===== src/rtl/trkPkg.sv =====
package trkPkg;

  typedef enum logic [2:0] {
    OP_LOAD = 3'd0, OP_IFETCH = 3'd1, OP_STORE = 3'd2, OP_FLUSH = 3'd3,
    OP_LL = 3'd4, OP_SC = 3'd5, OP_LRD = 3'd6, OP_LWR = 3'd7
  } reqOpE;

  typedef enum logic [3:0] {
    T_LD = 4'd0, T_IFETCH = 4'd1, T_ST = 4'd2, T_RMWRD = 4'd3, T_LL = 4'd4,
    T_SC = 4'd5, T_LRD = 4'd6, T_LWR = 4'd7, T_FLUSH = 4'd8, T_ATOMIC = 4'd9
  } reqTypeE;

  typedef enum logic [1:0] {
    RS_NONE = 2'd0, RS_ISSUED = 2'd1, RS_ALIASED = 2'd2, RS_FULL = 2'd3
  } respE;

  localparam int SI_ST_LD = 0;
  localparam int SI_ST_ST = 1;
  localparam int SI_LD_ST = 2;
  localparam int SI_LD_LD = 3;

  typedef struct packed {
    logic       insRd;
    logic       insWr;
    logic       remRd;
    logic       remWr;
    logic [3:0] bump;
    logic       issueLoad;
    respE       resp;
    logic       cmpDone;
    logic       cmpMiss;
  } ctrlStrobeT;

endpackage


===== src/rtl/trkTable.sv =====
module trkTable
  import trkPkg::*;
#(
  parameter int DEPTH  = 4,
  parameter int LINE_W = 12,
  parameter int TS_W   = 8,
  parameter int THRESH = 64
) (
  input  logic              clk,
  input  logic              rstN,
  input  logic [TS_W-1:0]   now,
  input  logic [LINE_W-1:0] lookLine,
  output logic              lookHit,
  input  logic [LINE_W-1:0] cmpLine,
  output logic              cmpHit,
  output reqTypeE           cmpType,
  output logic [TS_W-1:0]   cmpTs,
  input  logic              insEn,
  input  logic [LINE_W-1:0] insLine,
  input  reqTypeE           insType,
  input  logic              remEn,
  output logic              staleAny,
  output logic [LINE_W-1:0] staleLine,
  output logic [DEPTH-1:0]  validVec
);
  localparam int IDX_W = (DEPTH > 1) ? $clog2(DEPTH) : 1;

  logic [DEPTH-1:0]  valid;
  logic [LINE_W-1:0] line [DEPTH];
  reqTypeE           kind [DEPTH];
  logic [TS_W-1:0]   stamp[DEPTH];

  logic [DEPTH-1:0] cmpMatch;
  logic [IDX_W-1:0] freeIdx;
  logic             freeOk;

  assign validVec = valid;

  always_comb begin
    lookHit   = 1'b0;
    cmpHit    = 1'b0;
    cmpType   = T_LD;
    cmpTs     = '0;
    cmpMatch  = '0;
    freeOk    = 1'b0;
    freeIdx   = '0;
    staleAny  = 1'b0;
    staleLine = '0;
    for (int i = 0; i < DEPTH; i++) begin
      if (valid[i] && line[i] == lookLine) lookHit = 1'b1;
      if (valid[i] && line[i] == cmpLine) begin
        cmpHit      = 1'b1;
        cmpMatch[i] = 1'b1;
        cmpType     = kind[i];
        cmpTs       = stamp[i];
      end
      if (!valid[i] && !freeOk) begin
        freeOk  = 1'b1;
        freeIdx = IDX_W'(i);
      end
      if (valid[i] && !staleAny && (now - stamp[i]) >= TS_W'(THRESH)) begin
        staleAny  = 1'b1;
        staleLine = line[i];
      end
    end
  end

  always_ff @(posedge clk) begin
    if (!rstN) begin
      valid <= '0;
      for (int i = 0; i < DEPTH; i++) begin
        line[i]  <= '0;
        kind[i]  <= T_LD;
        stamp[i] <= '0;
      end
    end else begin
      for (int i = 0; i < DEPTH; i++) begin
        if (remEn && cmpMatch[i]) valid[i] <= 1'b0;
        if (insEn && freeIdx == IDX_W'(i)) begin
          valid[i] <= 1'b1;
          line[i]  <= insLine;
          kind[i]  <= insType;
          stamp[i] <= now;
        end
      end
    end
  end

  // an insert always lands in a free slot
  a_r11_room_on_insert: assert property (@(posedge clk) disable iff (!rstN)
    insEn |-> freeOk);

endmodule


===== src/rtl/trkCtrl.sv =====
module trkCtrl
  import trkPkg::*;
(
  input  logic       reqValid,
  input  reqOpE      reqOp,
  input  logic       reqStoreCheck,
  input  logic       lookHitRd,
  input  logic       lookHitWr,
  input  logic       full,
  input  logic       issueBusy,
  input  logic       cmpValid,
  input  logic       cmpWrite,
  input  logic       cmpHitRd,
  input  logic       cmpHitWr,
  output logic       reqReady,
  output reqTypeE    primType,
  output reqTypeE    secType,
  output ctrlStrobeT st
);
  logic isWrite;
  logic accept;
  logic cmpHit;

  always_comb begin
    unique case (reqOp)
      OP_LOAD:   begin
        primType = reqStoreCheck ? T_RMWRD : T_LD;
        secType  = reqStoreCheck ? T_ST : T_LD;
      end
      OP_IFETCH: begin primType = T_IFETCH; secType = T_IFETCH; end
      OP_STORE:  begin primType = T_ST;     secType = T_ST;     end
      OP_FLUSH:  begin primType = T_FLUSH;  secType = T_FLUSH;  end
      OP_LL:     begin primType = T_LL;     secType = T_ATOMIC; end
      OP_SC:     begin primType = T_SC;     secType = T_ATOMIC; end
      OP_LRD:    begin primType = T_LRD;    secType = T_ST;     end
      default:   begin primType = T_LWR;    secType = T_ST;     end
    endcase
  end

  assign isWrite  = (primType != T_LD) && (primType != T_IFETCH);
  assign reqReady = !issueBusy;
  assign accept   = reqValid && !issueBusy;
  assign cmpHit   = cmpWrite ? cmpHitWr : cmpHitRd;

  always_comb begin
    st = '0;
    if (accept) begin
      if (full) begin
        st.resp = RS_FULL;
      end else if (isWrite) begin
        if (lookHitRd) begin
          st.resp = RS_ALIASED;
          st.bump[SI_ST_LD] = 1'b1;
        end else if (lookHitWr) begin
          st.resp = RS_ALIASED;
          st.bump[SI_ST_ST] = 1'b1;
        end else begin
          st.resp      = RS_ISSUED;
          st.insWr     = 1'b1;
          st.issueLoad = 1'b1;
        end
      end else begin
        if (lookHitWr) begin
          st.resp = RS_ALIASED;
          st.bump[SI_LD_ST] = 1'b1;
        end else if (lookHitRd) begin
          st.resp = RS_ALIASED;
          st.bump[SI_LD_LD] = 1'b1;
        end else begin
          st.resp      = RS_ISSUED;
          st.insRd     = 1'b1;
          st.issueLoad = 1'b1;
        end
      end
    end
    st.cmpDone = cmpValid;
    st.cmpMiss = cmpValid && !cmpHit;
    st.remRd   = cmpValid && !cmpWrite && cmpHitRd;
    st.remWr   = cmpValid && cmpWrite && cmpHitWr;
  end

endmodule


===== src/rtl/trkData.sv =====
module trkData
  import trkPkg::*;
#(
  parameter int ADDR_W  = 16,
  parameter int OFF_W   = 4,
  parameter int MAX_OUT = 4,
  parameter int CNT_W   = 8,
  parameter int THRESH  = 64,
  localparam int LINE_W = ADDR_W - OFF_W,
  localparam int TS_W   = $clog2(THRESH) + 2,
  localparam int OC_W   = $clog2(MAX_OUT + 1)
) (
  input  logic              clk,
  input  logic              rstN,
  input  logic [ADDR_W-1:0] reqAddr,
  input  reqTypeE           primType,
  input  reqTypeE           secType,
  input  ctrlStrobeT        st,
  input  logic [LINE_W-1:0] cmpLine,
  input  logic              cmpWrite,
  input  logic              issueReady,
  output logic              lookHitRd,
  output logic              lookHitWr,
  output logic              cmpHitRd,
  output logic              cmpHitWr,
  output logic              full,
  output logic              issueBusy,
  output logic              respValid,
  output respE              respCode,
  output logic              issueValid,
  output logic [ADDR_W-1:0] issueAddr,
  output reqTypeE           issueType,
  output logic              cmpDone,
  output logic              cmpMiss,
  output reqTypeE           cmpType,
  output logic [TS_W-1:0]   cmpLatency,
  output logic [OC_W-1:0]   outCount,
  output logic              dlError,
  output logic [LINE_W-1:0] dlLine,
  output logic [CNT_W-1:0]  stallCnt [4]
);
  logic [LINE_W-1:0] reqLine;
  logic [TS_W-1:0]   nowCnt;
  logic [1:0]        lookHitV, cmpHitV, staleV, insV, remV;
  reqTypeE           tType [2];
  logic [TS_W-1:0]   tTs   [2];
  logic [LINE_W-1:0] staleL[2];
  logic [MAX_OUT-1:0] vVec [2];
  logic [OC_W-1:0]   cntNext;
  logic [TS_W-1:0]   wdCnt;
  logic              wdArmed, wdFire;

  assign reqLine = reqAddr[ADDR_W-1:OFF_W];
  assign insV    = {st.insWr, st.insRd};
  assign remV    = {st.remWr, st.remRd};

  // index 0 holds read-class entries, index 1 write-class entries
  for (genvar g = 0; g < 2; g++) begin : gTab
    trkTable #(.DEPTH(MAX_OUT), .LINE_W(LINE_W), .TS_W(TS_W), .THRESH(THRESH)) uTab (
      .clk(clk), .rstN(rstN), .now(nowCnt),
      .lookLine(reqLine), .lookHit(lookHitV[g]),
      .cmpLine(cmpLine), .cmpHit(cmpHitV[g]), .cmpType(tType[g]), .cmpTs(tTs[g]),
      .insEn(insV[g]), .insLine(reqLine), .insType(primType), .remEn(remV[g]),
      .staleAny(staleV[g]), .staleLine(staleL[g]), .validVec(vVec[g])
    );
  end

  assign lookHitRd = lookHitV[0];
  assign lookHitWr = lookHitV[1];
  assign cmpHitRd  = cmpHitV[0];
  assign cmpHitWr  = cmpHitV[1];
  assign full      = outCount >= OC_W'(MAX_OUT);
  assign issueBusy = issueValid && !issueReady;
  assign cntNext   = outCount + OC_W'(st.insRd | st.insWr) - OC_W'(st.remRd | st.remWr);
  assign wdFire    = wdArmed && (wdCnt == '0);

  always_ff @(posedge clk) begin
    if (!rstN) begin
      nowCnt     <= '0;
      outCount   <= '0;
      respValid  <= 1'b0;
      respCode   <= RS_NONE;
      issueValid <= 1'b0;
      issueAddr  <= '0;
      issueType  <= T_LD;
      cmpDone    <= 1'b0;
      cmpMiss    <= 1'b0;
      cmpType    <= T_LD;
      cmpLatency <= '0;
      wdArmed    <= 1'b0;
      wdCnt      <= '0;
      dlError    <= 1'b0;
      dlLine     <= '0;
    end else begin
      nowCnt    <= nowCnt + 1'b1;
      outCount  <= cntNext;
      respValid <= (st.resp != RS_NONE);
      respCode  <= st.resp;
      if (st.issueLoad) begin
        issueValid <= 1'b1;
        issueAddr  <= reqAddr;
        issueType  <= secType;
      end else if (issueReady) begin
        issueValid <= 1'b0;
      end
      cmpDone    <= st.cmpDone;
      cmpMiss    <= st.cmpMiss;
      cmpType    <= (st.cmpDone && !st.cmpMiss) ? tType[cmpWrite] : T_LD;
      cmpLatency <= (st.cmpDone && !st.cmpMiss) ? nowCnt - tTs[cmpWrite] : '0;
      if (wdFire) begin
        wdArmed <= (cntNext != '0);
        wdCnt   <= TS_W'(THRESH - 1);
        if (!dlError && (staleV != 2'b00)) begin
          dlError <= 1'b1;
          dlLine  <= staleV[0] ? staleL[0] : staleL[1];
        end
      end else if (!wdArmed && (insV != 2'b00)) begin
        wdArmed <= 1'b1;
        wdCnt   <= TS_W'(THRESH - 1);
      end else if (wdArmed) begin
        wdCnt <= wdCnt - 1'b1;
      end
    end
  end

  for (genvar k = 0; k < 4; k++) begin : gStall
    always_ff @(posedge clk) begin
      if (!rstN) stallCnt[k] <= '0;
      else if (st.bump[k] && (stallCnt[k] != '1)) stallCnt[k] <= stallCnt[k] + 1'b1;
    end
    // stall counters never wrap back down
    a_r5_no_wrap: assert property (@(posedge clk) disable iff (!rstN)
      1'b1 |=> stallCnt[k] >= $past(stallCnt[k]));
  end

  a_r11_count_matches_tables: assert property (@(posedge clk) disable iff (!rstN)
    32'(outCount) == $countones(vVec[0]) + $countones(vVec[1]));

  // as well: one line never sits in both tables
  a_r3_line_in_one_table: assert property (@(posedge clk) disable iff (!rstN)
    !(lookHitRd && lookHitWr));

  a_r1_full_keeps_count: assert property (@(posedge clk) disable iff (!rstN)
    (st.resp == RS_FULL && !st.remRd && !st.remWr) |=> $stable(outCount));

  a_r12_issue_held: assert property (@(posedge clk) disable iff (!rstN)
    issueBusy |=> issueValid && $stable(issueAddr) && $stable(issueType));

  a_r13_answer_next: assert property (@(posedge clk) disable iff (!rstN)
    (st.resp != RS_NONE) |=> respValid);

  a_r10_flag_sticky: assert property (@(posedge clk) disable iff (!rstN)
    dlError |=> dlError && $stable(dlLine));

endmodule


===== src/rtl/lineReqTracker.sv =====
module lineReqTracker
  import trkPkg::*;
#(
  parameter int ADDR_W  = 16,
  parameter int OFF_W   = 4,
  parameter int MAX_OUT = 4,
  parameter int CNT_W   = 8,
  parameter int THRESH  = 64,
  localparam int LINE_W = ADDR_W - OFF_W,
  localparam int TS_W   = $clog2(THRESH) + 2,
  localparam int OC_W   = $clog2(MAX_OUT + 1)
) (
  input  logic              clk,
  input  logic              rstN,
  input  logic              reqValid,
  output logic              reqReady,
  input  logic [ADDR_W-1:0] reqAddr,
  input  logic [2:0]        reqOp,
  input  logic              reqStoreCheck,
  output logic              respValid,
  output logic [1:0]        respCode,
  output logic              issueValid,
  input  logic              issueReady,
  output logic [ADDR_W-1:0] issueAddr,
  output logic [3:0]        issueType,
  input  logic              cmpValid,
  input  logic [LINE_W-1:0] cmpLine,
  input  logic              cmpWrite,
  output logic              cmpDone,
  output logic              cmpMiss,
  output logic [3:0]        cmpType,
  output logic [TS_W-1:0]   cmpLatency,
  output logic [OC_W-1:0]   outCount,
  output logic              dlError,
  output logic [LINE_W-1:0] dlLine,
  output logic [CNT_W-1:0]  stallStOnLd,
  output logic [CNT_W-1:0]  stallStOnSt,
  output logic [CNT_W-1:0]  stallLdOnSt,
  output logic [CNT_W-1:0]  stallLdOnLd
);
  ctrlStrobeT       st;
  reqTypeE          primType, secType, issueTypeE, cmpTypeE;
  respE             respE_q;
  logic             lookHitRd, lookHitWr, cmpHitRd, cmpHitWr, full, issueBusy;
  logic [CNT_W-1:0] stallCnt [4];

  trkCtrl uCtrl (
    .reqValid(reqValid), .reqOp(reqOpE'(reqOp)), .reqStoreCheck(reqStoreCheck),
    .lookHitRd(lookHitRd), .lookHitWr(lookHitWr), .full(full), .issueBusy(issueBusy),
    .cmpValid(cmpValid), .cmpWrite(cmpWrite), .cmpHitRd(cmpHitRd), .cmpHitWr(cmpHitWr),
    .reqReady(reqReady), .primType(primType), .secType(secType), .st(st)
  );

  trkData #(.ADDR_W(ADDR_W), .OFF_W(OFF_W), .MAX_OUT(MAX_OUT), .CNT_W(CNT_W),
            .THRESH(THRESH)) uData (
    .clk(clk), .rstN(rstN), .reqAddr(reqAddr), .primType(primType), .secType(secType),
    .st(st), .cmpLine(cmpLine), .cmpWrite(cmpWrite), .issueReady(issueReady),
    .lookHitRd(lookHitRd), .lookHitWr(lookHitWr), .cmpHitRd(cmpHitRd), .cmpHitWr(cmpHitWr),
    .full(full), .issueBusy(issueBusy), .respValid(respValid), .respCode(respE_q),
    .issueValid(issueValid), .issueAddr(issueAddr), .issueType(issueTypeE),
    .cmpDone(cmpDone), .cmpMiss(cmpMiss), .cmpType(cmpTypeE), .cmpLatency(cmpLatency),
    .outCount(outCount), .dlError(dlError), .dlLine(dlLine), .stallCnt(stallCnt)
  );

  assign respCode    = respE_q;
  assign issueType   = issueTypeE;
  assign cmpType     = cmpTypeE;
  assign stallStOnLd = stallCnt[SI_ST_LD];
  assign stallStOnSt = stallCnt[SI_ST_ST];
  assign stallLdOnSt = stallCnt[SI_LD_ST];
  assign stallLdOnLd = stallCnt[SI_LD_LD];

endmodule


===== config.mk =====
export PLATFORM = sky130hd
export DESIGN_NAME = lineReqTracker
export DESIGN_NICKNAME = d
export VERILOG_FILES = /design/src/rtl/trkPkg.sv /design/src/rtl/trkTable.sv /design/src/rtl/trkCtrl.sv /design/src/rtl/trkData.sv /design/src/rtl/lineReqTracker.sv
export SDC_FILE = /design/constraint.sdc
export NUM_CORES = 1
export LEC_CHECK = 0
export BUFFER_PORTS_ARGS = -buffer_cell sky130_fd_sc_hd__buf_4
export CELL_PAD_IN_SITES_DETAIL_PLACEMENT = 0
export CELL_PAD_IN_SITES_GLOBAL_PLACEMENT = 1
export CORE_ASPECT_RATIO = 1.75
export CORE_MARGIN = 5
export CORE_UTILIZATION = 48
export CTS_CLUSTER_SIZE = 40
export DETAILED_ROUTE_END_ITERATION = 16
export PLACE_DENSITY_LB_ADDON = 0.1
export SLEW_MARGIN = 20
export SYNTH_ARGS = -nofsm -noshare
export SYNTH_HDL_FRONTEND = slang
export SYNTH_SLANG_ARGS = --single-unit

===== constraint.sdc =====
create_clock -name clk -period 5.5 [get_ports clk]
set_input_delay 1.1 -clock clk [delete_from_list [all_inputs] [get_ports clk]]
set_output_delay 1.1 -clock clk [all_outputs]
set_load 0.02 [all_outputs]

==> summary.json, run 1 <==
{
  "cts": {
    "post_cts_buffers": 0,
    "clockBufferDepth": 3,
    "cts_repair_resize_count": 0,
    "clkTransAtPathRegs_ns": 0.06,
    "cts_buffers": 30,
    "insertion_delay_ns": 0.60,
    "cts_root_buf": "sky130_fd_sc_hd__clkbuf_16",
    "ctsHtreeMaxLevel": 1,
    "tritoncts": "done",
    "cts_hold_repair.buffers": 0,
    "cts_num_sinks": 302
  },
  "global_routing": {
    "grt_pass1_vias": 13461,
    "grt_start_max_net_pins": 55,
    "gr-usage-all-layers_pct": 25.6,
    "grt-ovfl-total": 0,
    "global_route_wire_length_before_repair_um": 80400,
    "number_of_antenna_violations_at_the_first_check_in_global_routing": 0
  },
  "power_and_ir_drop": {
    "total_switching_power_mw": 1.64,
    "ir_worst_vdd_mv": 0.253,
    "power_frac_comb_pct": 16.5,
    "totalPowerFinal_mw": 5.74,
    "power_frac_seq_pct": 47.6,
    "power.clock.fraction_pct": 35.9,
    "net_sw_share_pct": 28.5,
    "internal_power_mw": 4.10,
    "power_per_cell_area_nw_per_um2": 287,
    "static-leakage-power_nw": 7.68
  },
  "critical_path": {
    "startpoint_type": "register",
    "critPathMaxStageDelay_ns": 0.82,
    "crit_path_cell_trace": "buf_4, inv_1, ha_1, nand3b_1, a21oi_1, o311ai_0, and3_1, or4b_1, buf_4, o41a_1, o21ai_0, a31oi_1",
    "kind_of_cell_adding_the_most_delay_to_the_critical_path": "compound AO/OA/AOI/OAI gates",
    "critical_path.most_common_cell": "sky130_fd_sc_hd__buf_4",
    "critical_path_arrival_ns": 4.83,
    "critPathCaptureType": "register",
    "crit_fanout": 25,
    "timing.setup.critical_path_class": "reg -> reg",
    "worstPathBufferInverterCount": 3,
    "cp_slowest_cell": "sky130_fd_sc_hd__and3_1",
    "critPathRequiredTime_ns": 6.01
  },
  "logic_synthesis": {
    "synth-seq-area-share_pct": 45.4,
    "synth.top_cell.area_share_pct": 32.9,
    "async_reset_ff_share_pct": 0,
    "synthesis.instances": 1735,
    "synth_enable_flop_cells": 192,
    "mean_area_per_synthesized_cell_um2": 10.1,
    "synth.ff_latch_count": 302,
    "synth.top_cells.by_count": "sky130_fd_sc_hd__xnor2_1 (218), sky130_fd_sc_hd__and2_1 (193), sky130_fd_sc_hd__edfxtp_1 (192), sky130_fd_sc_hd__dfxtp_1 (110), sky130_fd_sc_hd__inv_1 (95)",
    "postSynth.topFlopCell": "sky130_fd_sc_hd__edfxtp_1",
    "netlist-cell-type-count": 75,
    "yosys.cell_count.top_type": "sky130_fd_sc_hd__xnor2_1",
    "netlist.top_cell.by_area": "sky130_fd_sc_hd__edfxtp_1",
    "synth_area_um2": 17500,
    "synth-warning-count": 0,
    "synth.top_cells.by_area": "sky130_fd_sc_hd__edfxtp_1 (33%), sky130_fd_sc_hd__dfxtp_1 (13%), sky130_fd_sc_hd__xnor2_1 (11%), sky130_fd_sc_hd__and2_1 (6.9%), sky130_fd_sc_hd__ha_1 (5.1%)"
  },
  "sta": {
    "clock_skew_ns": 0.0188,
    "worst_slew_pin_slew_ns": 1.07,
    "final_hold_viol_count": 0,
    "rsz0062_at_grt": "false",
    "fin_crit_ns": 4.32,
    "fmaxAchievable_ghz": 0.231,
    "final_min_period_over_clock_period_pct": 78.5,
    "setup_viol": 0,
    "accumulated_negative_setup_slack_ns": 0,
    "timing.max_slew.rel_slack_pct": 28.6,
    "final.hold.worst_slack_ns": 0.479,
    "timing.final.max_slew_violations": 0
  },
  "floorplanning": {
    "num_io_pins": 125,
    "floorplan.core_area_um2": 36000,
    "die_w_um": 154,
    "start_util_pct": 48.7,
    "floorplan.die.height_um": 263,
    "die_area_um2": 40600,
    "placement_rows": 92
  },
  "cells_and_area": {
    "antenna_cells": 0,
    "final_design_area_no_fill_um2": 20000,
    "final_nets": 1943,
    "nFillCells": 3258,
    "ff_latch_area_um2": 7970,
    "post_route_cells_drive_above_1_share_pct": 13.8,
    "final_cell_count_no_fill": 2326,
    "multi_input_gate_area_in_the_final_layout_um2": 8780,
    "syn2layout_area_growth_pct": 13.9
  },
  "flow_run": {
    "maxCapViolCount": 0
  },
  "drt": {
    "detail_route.iter0.violations": 921,
    "route.detailed.vias_per_inst": 5.64,
    "drt-pass1-iter-count": 5,
    "antenna_violating_nets_post_route": 0,
    "routedWlPerCell_um": 22.7,
    "number_of_drc_violations_after_detailed_routing": 0,
    "detail_route.wirelength_um": 52800,
    "dr_total_vias": 13117
  },
  "place": {
    "place.detailed.instances": 2270,
    "port_buffers": 123,
    "placed_cell_areas_um2": 19000,
    "routabilityCongestion": 0.984,
    "place.detailed.hpwl_um": 39000
  },
  "status": {
    "result_of_the_run": "finished clean"
  },
  "hold_path": {
    "min-delay-path-class": "reg -> reg"
  }
}
## power by group through the flow
stage / sequential (mW) / combinational, mW / clock [mW]
finish: 2.73 / 0.948 / 2.06
global route: 2.74 / 1.04 / 2.19
global placement: 2.77 / 0.932 / 0
CTS: 2.73 / 0.950 / 2.10
floorplan: 2.75 / 0.637 / 0
detailed placement: 2.77 / 0.945 / 0
## worst paths after layout
check / startpoint / to / slack, ns / cells after the start
setup / recovery: uData.nowCnt[0] / uData.dlLine[2] / 1.18 / 12
hold / removal: uData.issueType[1] / uData.issueType[1] / 0.48 / 2
setup reg to reg: uData.nowCnt[0] / uData.dlLine[2] / 1.18 / 12
hold reg to reg: uData.issueType[1] / uData.issueType[1] / 0.48 / 2
## metrics by stage
| stage | setup slack [ns] | util, % |
|---|---|---|
| floorplan | 0.490 | - |
| global placement | 0.883 | 52.7 |
| detailed placement | 0.769 | 52.7 |
| CTS | 1.16 | 55.4 |
| global route | 0.857 | 55.4 |
| finish | 1.18 | 55.4 |
## cell families (layout without fill, tap and decap cells)
logic type | after synthesis | in the layout | synth area share [%]
flops | 302 | 302 | 45.4
buf+inv | 213 | 322 | 5.35
xor+xnor | 254 | 254 | 12.7
compound gates | 260 | 260 | 9.99
simple gates | 601 | 601 | 19.4
other cells | 1 | 13 | 0.0214
mux | 31 | 31 | 1.79
fa+ha+maj | 73 | 73 | 5.29
## cell usage in the layout, fill, tap and decap left out, types with 71 or more instances in the layout
cell                       netlist  routed
sky130_fd_sc_hd__a21oi_1        73      73
sky130_fd_sc_hd__xnor2_1       218     218
sky130_fd_sc_hd__edfxtp_1      192     192
sky130_fd_sc_hd__inv_1          95      95
sky130_fd_sc_hd__and2_1        193     193
sky130_fd_sc_hd__ha_1           71      71
sky130_fd_sc_hd__buf_4          16     170
sky130_fd_sc_hd__dfxtp_1       110     110
sky130_fd_sc_hd__nor2_1         71      71
sky130_fd_sc_hd__nand2_1        76      76
## metal layers
metal | track usage (%) | up-vias | routed length, µm
met3 | 2.82 | 155 | 2210
li1 | - | 6214 | -
met2 | 46.7 | 414 | 27500
met1 | 28.8 | 6334 | 19800
met5 | 0 | - | 0
met4 | 13.7 | 0 | 3340
## registers in the layout, summed over array words and instances, names as in the netlist
register	flops
uData.gTab.uTab.line	96
uData.gTab.uTab.stamp	64
uData.gTab.uTab.kind	32
uData.stallCnt	32
uData.issueAddr	16
uData.dlLine	12
uData.cmpLatency	8
uData.gTab.uTab.validVec	8
uData.nowCnt	8
uData.wdCnt	8
uData.cmpType	4
uData.issueType	3
uData.outCount	3
uData.respCode	2
uData.cmpDone	1
uData.cmpMiss	1
uData.dlError	1
uData.issueValid	1
uData.respValid	1
uData.wdArmed	1
## cell type report
class / count / share of cell area [%]
clock buffers: 42 / 4.29
clock inverters: 14 / 0.620
inverters: 95 / 1.79
multi-input cells: 1232 / 44.0
flip-flops and latches: 302 / 39.9
well taps: 470 / 2.95
repair buffers: 171 / 6.49
## worst min-delay path, delay by kind of cell, from the launching register on
kind	cells	cell delay (ns)
flip-flops	1	0.31
AO/OA/AOI/OAI	1	0.07
AND/OR/NAND/NOR	1	0.05
Power figures use the tool's default switching activity.
==> run 2: changes to the inputs <==
clock period = 4.12 ns   (was 5.5 ns; I/O delays follow)
==> run 2 against run 1 <==
Against the previous run:
- sequential share of layout area decreased by 1.6 points
- cell count increased by 3.8%
- clock power increased by 43%
- sequential cell count unchanged
- core utilization increased by 2.3 points
- register-to-register slack got worse by 0.89 ns
- global-route usage increased by 0.99 points
- first-iteration DRC count decreased by 1.6%
- sequential power increased by 33%
- via count increased by 1.9%
- largest cell class unchanged
- largest power group unchanged
==> summary.json, run 2 (synthesized netlist as in run 1, its figures left out) <==
{
  "floorplanning": {
    "die_w": {"value": 154, "unit": "µm", "change": "unchanged"},
    "placement_rows": {"value": 92, "change": "unchanged"},
    "start_util": {"value": 48.7, "unit": "%", "change": "unchanged"},
    "floorplan.die.height": {"value": 263, "unit": "µm", "change": "unchanged"},
    "floorplan.core_area": {"value": 36000, "unit": "µm²", "change": "unchanged"},
    "die_area": {"value": 40600, "unit": "µm²", "change": "unchanged"},
    "num_io_pins": {"value": 125, "change": "unchanged"}
  },
  "place": {
    "placed_cell_areas": {"value": 19700, "unit": "µm²", "change": "was 19,000 µm²"},
    "place.detailed.hpwl": {"value": 41500, "unit": "µm", "change": "was 39,000 µm"},
    "post_placement_worst_setup_slack": {"value": -0.217, "unit": "ns", "change": "was 0.769 ns"},
    "port_buffers": {"value": 123, "change": "unchanged"},
    "place.detailed.instances": {"value": 2355, "change": "was 2,270"},
    "routabilityCongestion": {"value": 0.951, "change": "was 0.984"}
  },
  "drt": {
    "detail_route.wirelength": {"value": 55000, "unit": "µm", "change": "was 52,800 µm"},
    "dr_total_vias": {"value": 13370, "change": "was 13.1k"},
    "drt-pass1-iter-count": {"value": 5, "change": "unchanged"},
    "antenna_violating_nets_post_route": {"value": 0, "change": "unchanged"},
    "routedWlPerCell": {"value": 22.8, "unit": "µm", "change": "was 22.7 µm"},
    "detail_route.iter0.violations": {"value": 906, "change": "was 921"},
    "route.detailed.vias_per_inst": {"value": 5.54, "change": "was 5.64"},
    "number_of_drc_violations_after_detailed_routing": {"value": 0, "change": "unchanged"}
  },
  "cells_and_area": {
    "syn2layout_area_growth": {"value": 18.7, "unit": "%", "change": "was 13.9%"},
    "largest_register_ffs": {"value": 96, "change": "unchanged"},
    "nFillCells": {"value": 3227, "change": "was 3,258"},
    "top_register_by_number_of_flip_flops": {"value": "uData.gTab.uTab.line", "change": "unchanged"},
    "post_route_cells_drive_above_1_share": {"value": 17.9, "unit": "%", "change": "was 13.8%"},
    "final_cell_count_no_fill": {"value": 2414, "change": "was 2,326"},
    "final_nets": {"value": 2031, "change": "was 1,943"},
    "biggestRegsByFlops": {"value": "uData.gTab.uTab.line: 96 flops, uData.gTab.uTab.stamp: 64 flops", "change": "unchanged"},
    "final_design_area_no_fill": {"value": 20800, "unit": "µm²", "change": "was 20,000 µm²"},
    "antenna_cells": {"value": 0, "change": "unchanged"},
    "most_common_cell_after_layout_fill_and_taps_aside": {"value": "sky130_fd_sc_hd__buf_4", "change": "was sky130_fd_sc_hd__xnor2_1"},
    "utilization": {"value": 57.8, "unit": "%", "change": "was 55.4%"},
    "layout_common_cells": {"value": "sky130_fd_sc_hd__buf_4 (251), sky130_fd_sc_hd__xnor2_1 (218), sky130_fd_sc_hd__and2_1 (193), sky130_fd_sc_hd__edfxtp_1 (192), sky130_fd_sc_hd__dfxtp_1 (110)", "change": "was sky130_fd_sc_hd__xnor2_1 (218), sky130_fd_sc_hd__and2_1 (193), sky130_fd_sc_hd__edfxtp_1 (192), sky130_fd_sc_hd__buf_4 (170), sky130_fd_sc_hd__dfxtp_1 (110)"}
  },
  "power_and_ir_drop": {
    "static-leakage-power": {"value": 8.22, "unit": "nW", "change": "was 7.68 nW"},
    "power_per_cell_area": {"value": 380, "unit": "nW/µm²", "change": "was 287 nW/µm²"},
    "totalPowerFinal": {"value": 7.91, "unit": "mW", "change": "was 5.74 mW"},
    "ir_worst_vdd": {"value": 0.370, "unit": "mV", "change": "was 0.253 mV"}
  },
  "cts": {
    "cts_hold_repair.buffers": {"value": 0, "change": "unchanged"},
    "cts_root_buf": {"value": "sky130_fd_sc_hd__clkbuf_16", "change": "unchanged"},
    "clockBufferDepth": {"value": 3, "change": "unchanged"},
    "cts_buffers": {"value": 30, "change": "unchanged"},
    "cts_num_sinks": {"value": 302, "change": "unchanged"},
    "insertion_delay": {"value": 0.58, "unit": "ns", "change": "was 0.60 ns"},
    "tritoncts": {"value": "done", "change": "unchanged"},
    "ctsHtreeMaxLevel": {"value": 1, "change": "unchanged"},
    "clkTransAtPathRegs": {"value": 0.06, "unit": "ns", "change": "about the same"}
  },
  "global_routing": {
    "number_of_antenna_violations_at_the_first_check_in_global_routing": {"value": 0, "change": "unchanged"},
    "grt_pass1_vias": {"value": 13605, "change": "was 13.5k"},
    "global_route_wire_length_before_repair": {"value": 82800, "unit": "µm", "change": "was 80,400 µm"},
    "gr-usage-all-layers": {"value": 26.6, "unit": "%", "change": "was 25.6%"},
    "grt-ovfl-total": {"value": 0, "change": "unchanged"},
    "grt_start_max_net_pins": {"value": 51, "change": "was 55"}
  },
  "sta": {
    "accumulated_negative_setup_slack": {"value": 0, "unit": "ns", "change": "unchanged"},
    "timing.max_slew.rel_slack": {"value": 26.7, "unit": "%", "change": "was 28.6%"},
    "final_hold_viol_count": {"value": 0, "change": "unchanged"},
    "rsz0062_at_grt": {"value": "false", "change": "unchanged"},
    "final_critical_path_setup_slack": {"value": 0.290, "unit": "ns", "change": "was 1.18 ns"},
    "fmaxAchievable": {"value": 0.261, "unit": "GHz", "change": "was 0.231 GHz"},
    "timing.final.max_slew_violations": {"value": 0, "change": "unchanged"},
    "setup_viol": {"value": 0, "change": "unchanged"},
    "final_min_period_over_clock_period": {"value": 93.0, "unit": "%", "change": "was 78.5%"},
    "fin_crit": {"value": 3.83, "unit": "ns", "change": "was 4.32 ns"},
    "worst_slew_pin_slew": {"value": 1.10, "unit": "ns", "change": "was 1.07 ns"},
    "clock_skew": {"value": 0.00956, "unit": "ns", "change": "was 0.0188 ns"},
    "final.hold.worst_slack": {"value": 0.470, "unit": "ns", "change": "was 0.479 ns"}
  },
  "critical_path": {
    "critPathCaptureType": {"value": "register", "change": "unchanged"},
    "critical_path_arrival": {"value": 4.28, "unit": "ns", "change": "was 4.83 ns"},
    "startpoint_type": {"value": "register", "change": "unchanged"},
    "critPathRequiredTime": {"value": 4.57, "unit": "ns", "change": "was 6.01 ns"},
    "timing.setup.critical_path_class": {"value": "reg -> reg", "change": "unchanged"},
    "crit_fanout": {"value": 2, "change": "was 25"}
  },
  "flow_run": {
    "maxCapViolCount": {"value": 0, "change": "unchanged"}
  },
  "status": {
    "result_of_the_run": {"value": "finished clean", "change": "unchanged"}
  },
  "hold_path": {
    "min-delay-path-class": {"value": "reg -> reg", "change": "unchanged"}
  }
}
==> run 2: cell type report <==
cell class              instances  area (µm²)  area share, %
well taps                     470         588           2.83
multi-input cells            1232        8800           42.3
inverters                      95         357           1.71
clock inverters                16         190          0.914
flip-flops and latches        302        7970           38.3
repair buffers                259        2040           9.82
clock buffers                  40         861           4.14
==> run 2: path summary, 6_finish.rpt <==
path / end / cells past startpoint / from / slack (ns)
setup / recovery: uData.wdArmed / 16 / uData.gTab[0].uTab.line[2][8] / 0.29
hold / removal: uData.issueType[0] / 2 / uData.issueType[0] / 0.47
setup reg to reg: uData.wdArmed / 16 / uData.gTab[0].uTab.line[2][8] / 0.29
hold reg to reg: uData.issueType[0] / 2 / uData.issueType[0] / 0.47
==> run 2: critical path, cell delays in order, from the launching register on <==
cell and delay [ns]:
sky130_fd_sc_hd__edfxtp_1 0.49, sky130_fd_sc_hd__xnor2_1 0.18, sky130_fd_sc_hd__nand4_1 0.12, sky130_fd_sc_hd__or4_1 0.63
sky130_fd_sc_hd__nor2b_1 0.21, sky130_fd_sc_hd__nor4b_1 0.16, sky130_fd_sc_hd__buf_4 0.16, sky130_fd_sc_hd__a31oi_2 0.20
sky130_fd_sc_hd__and2_1 0.16, sky130_fd_sc_hd__ha_1 0.11, sky130_fd_sc_hd__inv_1 0.04, sky130_fd_sc_hd__ha_1 0.18
sky130_fd_sc_hd__fa_1 0.40, sky130_fd_sc_hd__xnor2_1 0.20, sky130_fd_sc_hd__xnor2_1 0.09, sky130_fd_sc_hd__o41ai_1 0.29
sky130_fd_sc_hd__a21oi_1 0.07
==> run 2: report_power, final <==
group | leakage, nW | internal, mW | switching, mW
Sequential | 2.88 | 3.43 | 0.203
Clock | 0.517 | 1.72 | 1.23
Combinational | 4.82 | 0.572 | 0.763
==> run 2: what timing repair did <==
action,in CTS,in global routing
endpoints found under the setup margin,0,2
resized for setup,0,2
setup buffers,0,3
==> run 2: per-layer routing <==
| layer | global-route usage [%] | share of wire [%] | up-vias |
|---|---|---|---|
| li1 | - | - | 6405 |
| met1 | 30.1 | 37 | 6442 |
| met2 | 49.7 | 53 | 406 |
| met3 | 2.50 | 4.1 | 117 |
| met4 | 12.1 | 5.2 | 0 |
| met5 | 0 | 0 | - |
==> run 3: changes to the inputs <==
==> constraint.sdc (replaced) <==
create_clock -name clk -period 4.12 [get_ports clk]
set_input_delay 0.412 -clock clk [delete_from_list [all_inputs] [get_ports clk]]
set_output_delay 0.412 -clock clk [all_outputs]
set_load 0.02 [all_outputs]
==> run 3 against run 2 <==
Against the previous run:
- clock power is 5% lower
- largest cell class unchanged
- global-route usage is 0.40 points lower
- critical path depth stayed put
- sequential share of layout area is 1.0 points higher
- via count is 1.2% lower
- sequential cell count stayed put
- clock skew is 0.011 ns higher
- cell count is 1.9% lower
==> summary.json, run 3 (synthesized netlist as in run 1, its figures left out) <==
{
  "status": {
    "result_of_the_run": {"value": "finished clean", "change": "unchanged"}
  },
  "drt": {
    "routedWlPerCell": {"value": 22.8, "unit": "µm", "change": "about the same"},
    "dr_total_vias": {"value": 13209, "change": "was 13.4k"},
    "detail_route.wirelength": {"value": 54000, "unit": "µm", "change": "was 55,000 µm"},
    "detail_route.iter0.violations": {"value": 813, "change": "was 906"},
    "route.detailed.vias_per_inst": {"value": 5.58, "change": "was 5.54"},
    "antenna_violating_nets_post_route": {"value": 0, "change": "unchanged"},
    "number_of_drc_violations_after_detailed_routing": {"value": 0, "change": "unchanged"},
    "drt-pass1-iter-count": {"value": 5, "change": "unchanged"}
  },
  "floorplanning": {
    "floorplan.core_area": {"value": 36000, "unit": "µm²", "change": "unchanged"},
    "die_w": {"value": 154, "unit": "µm", "change": "unchanged"},
    "floorplan.die.height": {"value": 263, "unit": "µm", "change": "unchanged"},
    "start_util": {"value": 48.7, "unit": "%", "change": "unchanged"},
    "placement_rows": {"value": 92, "change": "unchanged"},
    "num_io_pins": {"value": 125, "change": "unchanged"},
    "die_area": {"value": 40600, "unit": "µm²", "change": "unchanged"}
  },
  "sta": {
    "timing.final.max_slew_violations": {"value": 0, "change": "unchanged"},
    "final_critical_path_setup_slack": {"value": 0.292, "unit": "ns", "change": "was 0.290 ns"},
    "final_hold_viol_count": {"value": 0, "change": "unchanged"},
    "final_min_period_over_clock_period": {"value": 92.9, "unit": "%", "change": "was 93.0%"},
    "rsz0062_at_grt": {"value": "false", "change": "unchanged"},
    "clock_skew": {"value": 0.0208, "unit": "ns", "change": "was 0.00956 ns"},
    "setup_viol": {"value": 0, "change": "unchanged"},
    "fmaxAchievable": {"value": 0.261, "unit": "GHz", "change": "about the same"},
    "worst_slew_pin_slew": {"value": 1.11, "unit": "ns", "change": "was 1.10 ns"},
    "fin_crit": {"value": 3.83, "unit": "ns", "change": "about the same"},
    "accumulated_negative_setup_slack": {"value": 0, "unit": "ns", "change": "unchanged"},
    "timing.max_slew.rel_slack": {"value": 23.8, "unit": "%", "change": "was 26.7%"}
  },
  "cells_and_area": {
    "post_route_cells_drive_above_1_share": {"value": 15.7, "unit": "%", "change": "was 17.9%"},
    "syn2layout_area_growth": {"value": 15.6, "unit": "%", "change": "was 18.7%"},
    "antenna_cells": {"value": 0, "change": "unchanged"},
    "final_design_area_no_fill": {"value": 20300, "unit": "µm²", "change": "was 20,800 µm²"},
    "nFillCells": {"value": 3212, "change": "was 3,227"},
    "most_common_cell_after_layout_fill_and_taps_aside": {"value": "sky130_fd_sc_hd__xnor2_1", "change": "was sky130_fd_sc_hd__buf_4"},
    "largest_register_ffs": {"value": 96, "change": "unchanged"},
    "final_nets": {"value": 1987, "change": "was 2,031"},
    "biggestRegsByFlops": {"value": "uData.gTab.uTab.line: 96 flops, uData.gTab.uTab.stamp: 64 flops", "change": "unchanged"},
    "top_register_by_number_of_flip_flops": {"value": "uData.gTab.uTab.line", "change": "unchanged"},
    "layout_common_cells": {"value": "sky130_fd_sc_hd__xnor2_1 (218), sky130_fd_sc_hd__buf_4 (216), sky130_fd_sc_hd__and2_1 (193), sky130_fd_sc_hd__edfxtp_1 (192), sky130_fd_sc_hd__dfxtp_1 (110)", "change": "was sky130_fd_sc_hd__buf_4 (251), sky130_fd_sc_hd__xnor2_1 (218), sky130_fd_sc_hd__and2_1 (193), sky130_fd_sc_hd__edfxtp_1 (192), sky130_fd_sc_hd__dfxtp_1 (110)"}
  },
  "hold_path": {
    "min-delay-path-class": {"value": "in -> reg", "change": "was reg -> reg"},
    "hold-path-endpoint": {"value": "uData.issueAddr[3]", "change": "was uData.issueType[0]"},
    "hp-start": {"value": "reqAddr[3]", "change": "was uData.issueType[0]"},
    "worst_hold_path.num_cells": {"value": 3, "change": "was 2"}
  },
  "cts": {
    "cts_repair_resize_count": {"value": 0, "change": "unchanged"},
    "insertion_delay": {"value": 0.57, "unit": "ns", "change": "was 0.58 ns"},
    "post_cts_buffers": {"value": 0, "change": "unchanged"},
    "clockBufferDepth": {"value": 3, "change": "unchanged"},
    "ctsHtreeMaxLevel": {"value": 1, "change": "unchanged"},
    "cts_root_buf": {"value": "sky130_fd_sc_hd__clkbuf_16", "change": "unchanged"},
    "tritoncts": {"value": "done", "change": "unchanged"},
    "cts_hold_repair.buffers": {"value": 0, "change": "unchanged"},
    "cts_buffers": {"value": 29, "change": "was 30"},
    "clkTransAtPathRegs": {"value": 0.06, "unit": "ns", "change": "about the same"},
    "cts_num_sinks": {"value": 302, "change": "unchanged"}
  },
  "critical_path": {
    "startpoint_type": {"value": "register", "change": "unchanged"},
    "critical_path_arrival": {"value": 4.27, "unit": "ns", "change": "was 4.28 ns"},
    "critPathRequiredTime": {"value": 4.57, "unit": "ns", "change": "about the same"},
    "rr_worst_depth": {"value": 16, "change": "unchanged"},
    "worst-r2r-setup-slack": {"value": 0.29, "unit": "ns", "change": "about the same"},
    "critPathCaptureType": {"value": "register", "change": "unchanged"},
    "rr_startpoint": {"value": "uData.gTab[0].uTab.line[2][5]", "change": "was uData.gTab[0].uTab.line[2][8]"},
    "r2r_end": {"value": "uData.wdArmed", "change": "unchanged"},
    "timing.setup.critical_path_class": {"value": "reg -> reg", "change": "unchanged"},
    "crit_fanout": {"value": 5, "change": "was 2"}
  },
  "place": {
    "post_placement_worst_setup_slack": {"value": 0.0211, "unit": "ns", "change": "was -0.217 ns"},
    "routabilityCongestion": {"value": 0.914, "change": "was 0.951"},
    "place.detailed.hpwl": {"value": 40500, "unit": "µm", "change": "was 41,500 µm"},
    "placed_cell_areas": {"value": 19300, "unit": "µm²", "change": "was 19,700 µm²"},
    "port_buffers": {"value": 123, "change": "unchanged"}
  },
  "power_and_ir_drop": {
    "ir_worst_vdd": {"value": 0.395, "unit": "mV", "change": "was 0.370 mV"},
    "power_per_cell_area": {"value": 381, "unit": "nW/µm²", "change": "was 380 nW/µm²"},
    "static-leakage-power": {"value": 7.90, "unit": "nW", "change": "was 8.22 nW"},
    "totalPowerFinal": {"value": 7.73, "unit": "mW", "change": "was 7.91 mW"}
  },
  "global_routing": {
    "number_of_antenna_violations_at_the_first_check_in_global_routing": {"value": 0, "change": "unchanged"},
    "gr-usage-all-layers": {"value": 26.2, "unit": "%", "change": "was 26.6%"},
    "global_route_wire_length_before_repair": {"value": 81800, "unit": "µm", "change": "was 82,800 µm"},
    "grt_pass1_vias": {"value": 13616, "change": "about the same"},
    "grt-ovfl-total": {"value": 0, "change": "unchanged"},
    "grt_start_max_net_pins": {"value": 62, "change": "was 51"}
  },
  "flow_run": {
    "maxCapViolCount": {"value": 0, "change": "unchanged"}
  }
}
-- run 3: cell count changes in the layout (fill, tap and decap cells not counted), sizes merged --
cell | before | now
buf | 259 | 216
bufinv | 4 | 5
clkbuf | 40 | 34
clkinv | 11 | 12
clkinvlp | 1 | 2
inv | 95 | 96
-- run 3: area by class of cell --
class                      count  area [µm²]  share of cell area [%]
clock buffer                  34         744                    3.67
clock inverter                20         223                    1.10
inverter                      95         357                    1.76
multi-input combinational   1232        8780                    43.3
sequential                   302        7970                    39.3
tap                          470         588                    2.90
timing repair buffer         216        1620                    8.00
-- run 3: power breakdown --
group	internal, mW	switching [mW]
clock	1.60	1.19
sequential	3.43	0.197
combinational	0.545	0.771
-- run 3: per-layer routing --
metal,track usage [%],share of wire [%]
met2,47.4,52
met4,13.5,5.9
met3,2.83,3.7
met1,30.1,38
met5,0,0
-- run 3: critical path, stage by stage (launching register included) --
cell and delay (ns):
sky130_fd_sc_hd__edfxtp_1 0.49, sky130_fd_sc_hd__xnor2_1 0.20, sky130_fd_sc_hd__nand4_1 0.12, sky130_fd_sc_hd__or4_1 0.67, sky130_fd_sc_hd__nor2b_1 0.21, sky130_fd_sc_hd__nor4b_1 0.14
sky130_fd_sc_hd__buf_4 0.17, sky130_fd_sc_hd__a31oi_1 0.20, sky130_fd_sc_hd__and2_1 0.16, sky130_fd_sc_hd__ha_1 0.11, sky130_fd_sc_hd__inv_1 0.04, sky130_fd_sc_hd__ha_1 0.18
sky130_fd_sc_hd__fa_1 0.41, sky130_fd_sc_hd__xnor2_1 0.19, sky130_fd_sc_hd__xnor2_1 0.10, sky130_fd_sc_hd__o41ai_1 0.25, sky130_fd_sc_hd__a21oi_1 0.07
-- run 3: worst max path at each step --
stage	startpoint	end	depth (start not counted)
floorplan	reqAddr[6]	uData.gTab[1].uTab.kind[2][0]	8
global placement	cmpLine[5]	uData.cmpLatency[7]	19
detailed placement	cmpLine[5]	uData.cmpLatency[7]	19
CTS	uData.gTab[0].uTab.line[1][9]	uData.cmpLatency[7]	17
global route	uData.gTab[1].uTab.line[0][7]	uData.cmpLatency[7]	18
finish	uData.gTab[0].uTab.line[2][5]	uData.wdArmed	16
-- run 3: through the flow --
stage | util [%] | hold WS [ns] | std cells
global route | 56.3 | 0.118 | 2369
floorplan | - | 0.469 | 1747
finish | 56.3 | 0.0941 | 2369
CTS | 56.3 | 0.0727 | 2369
global placement | 53.6 | 0.452 | 2315
detailed placement | 53.6 | 0.457 | 2315
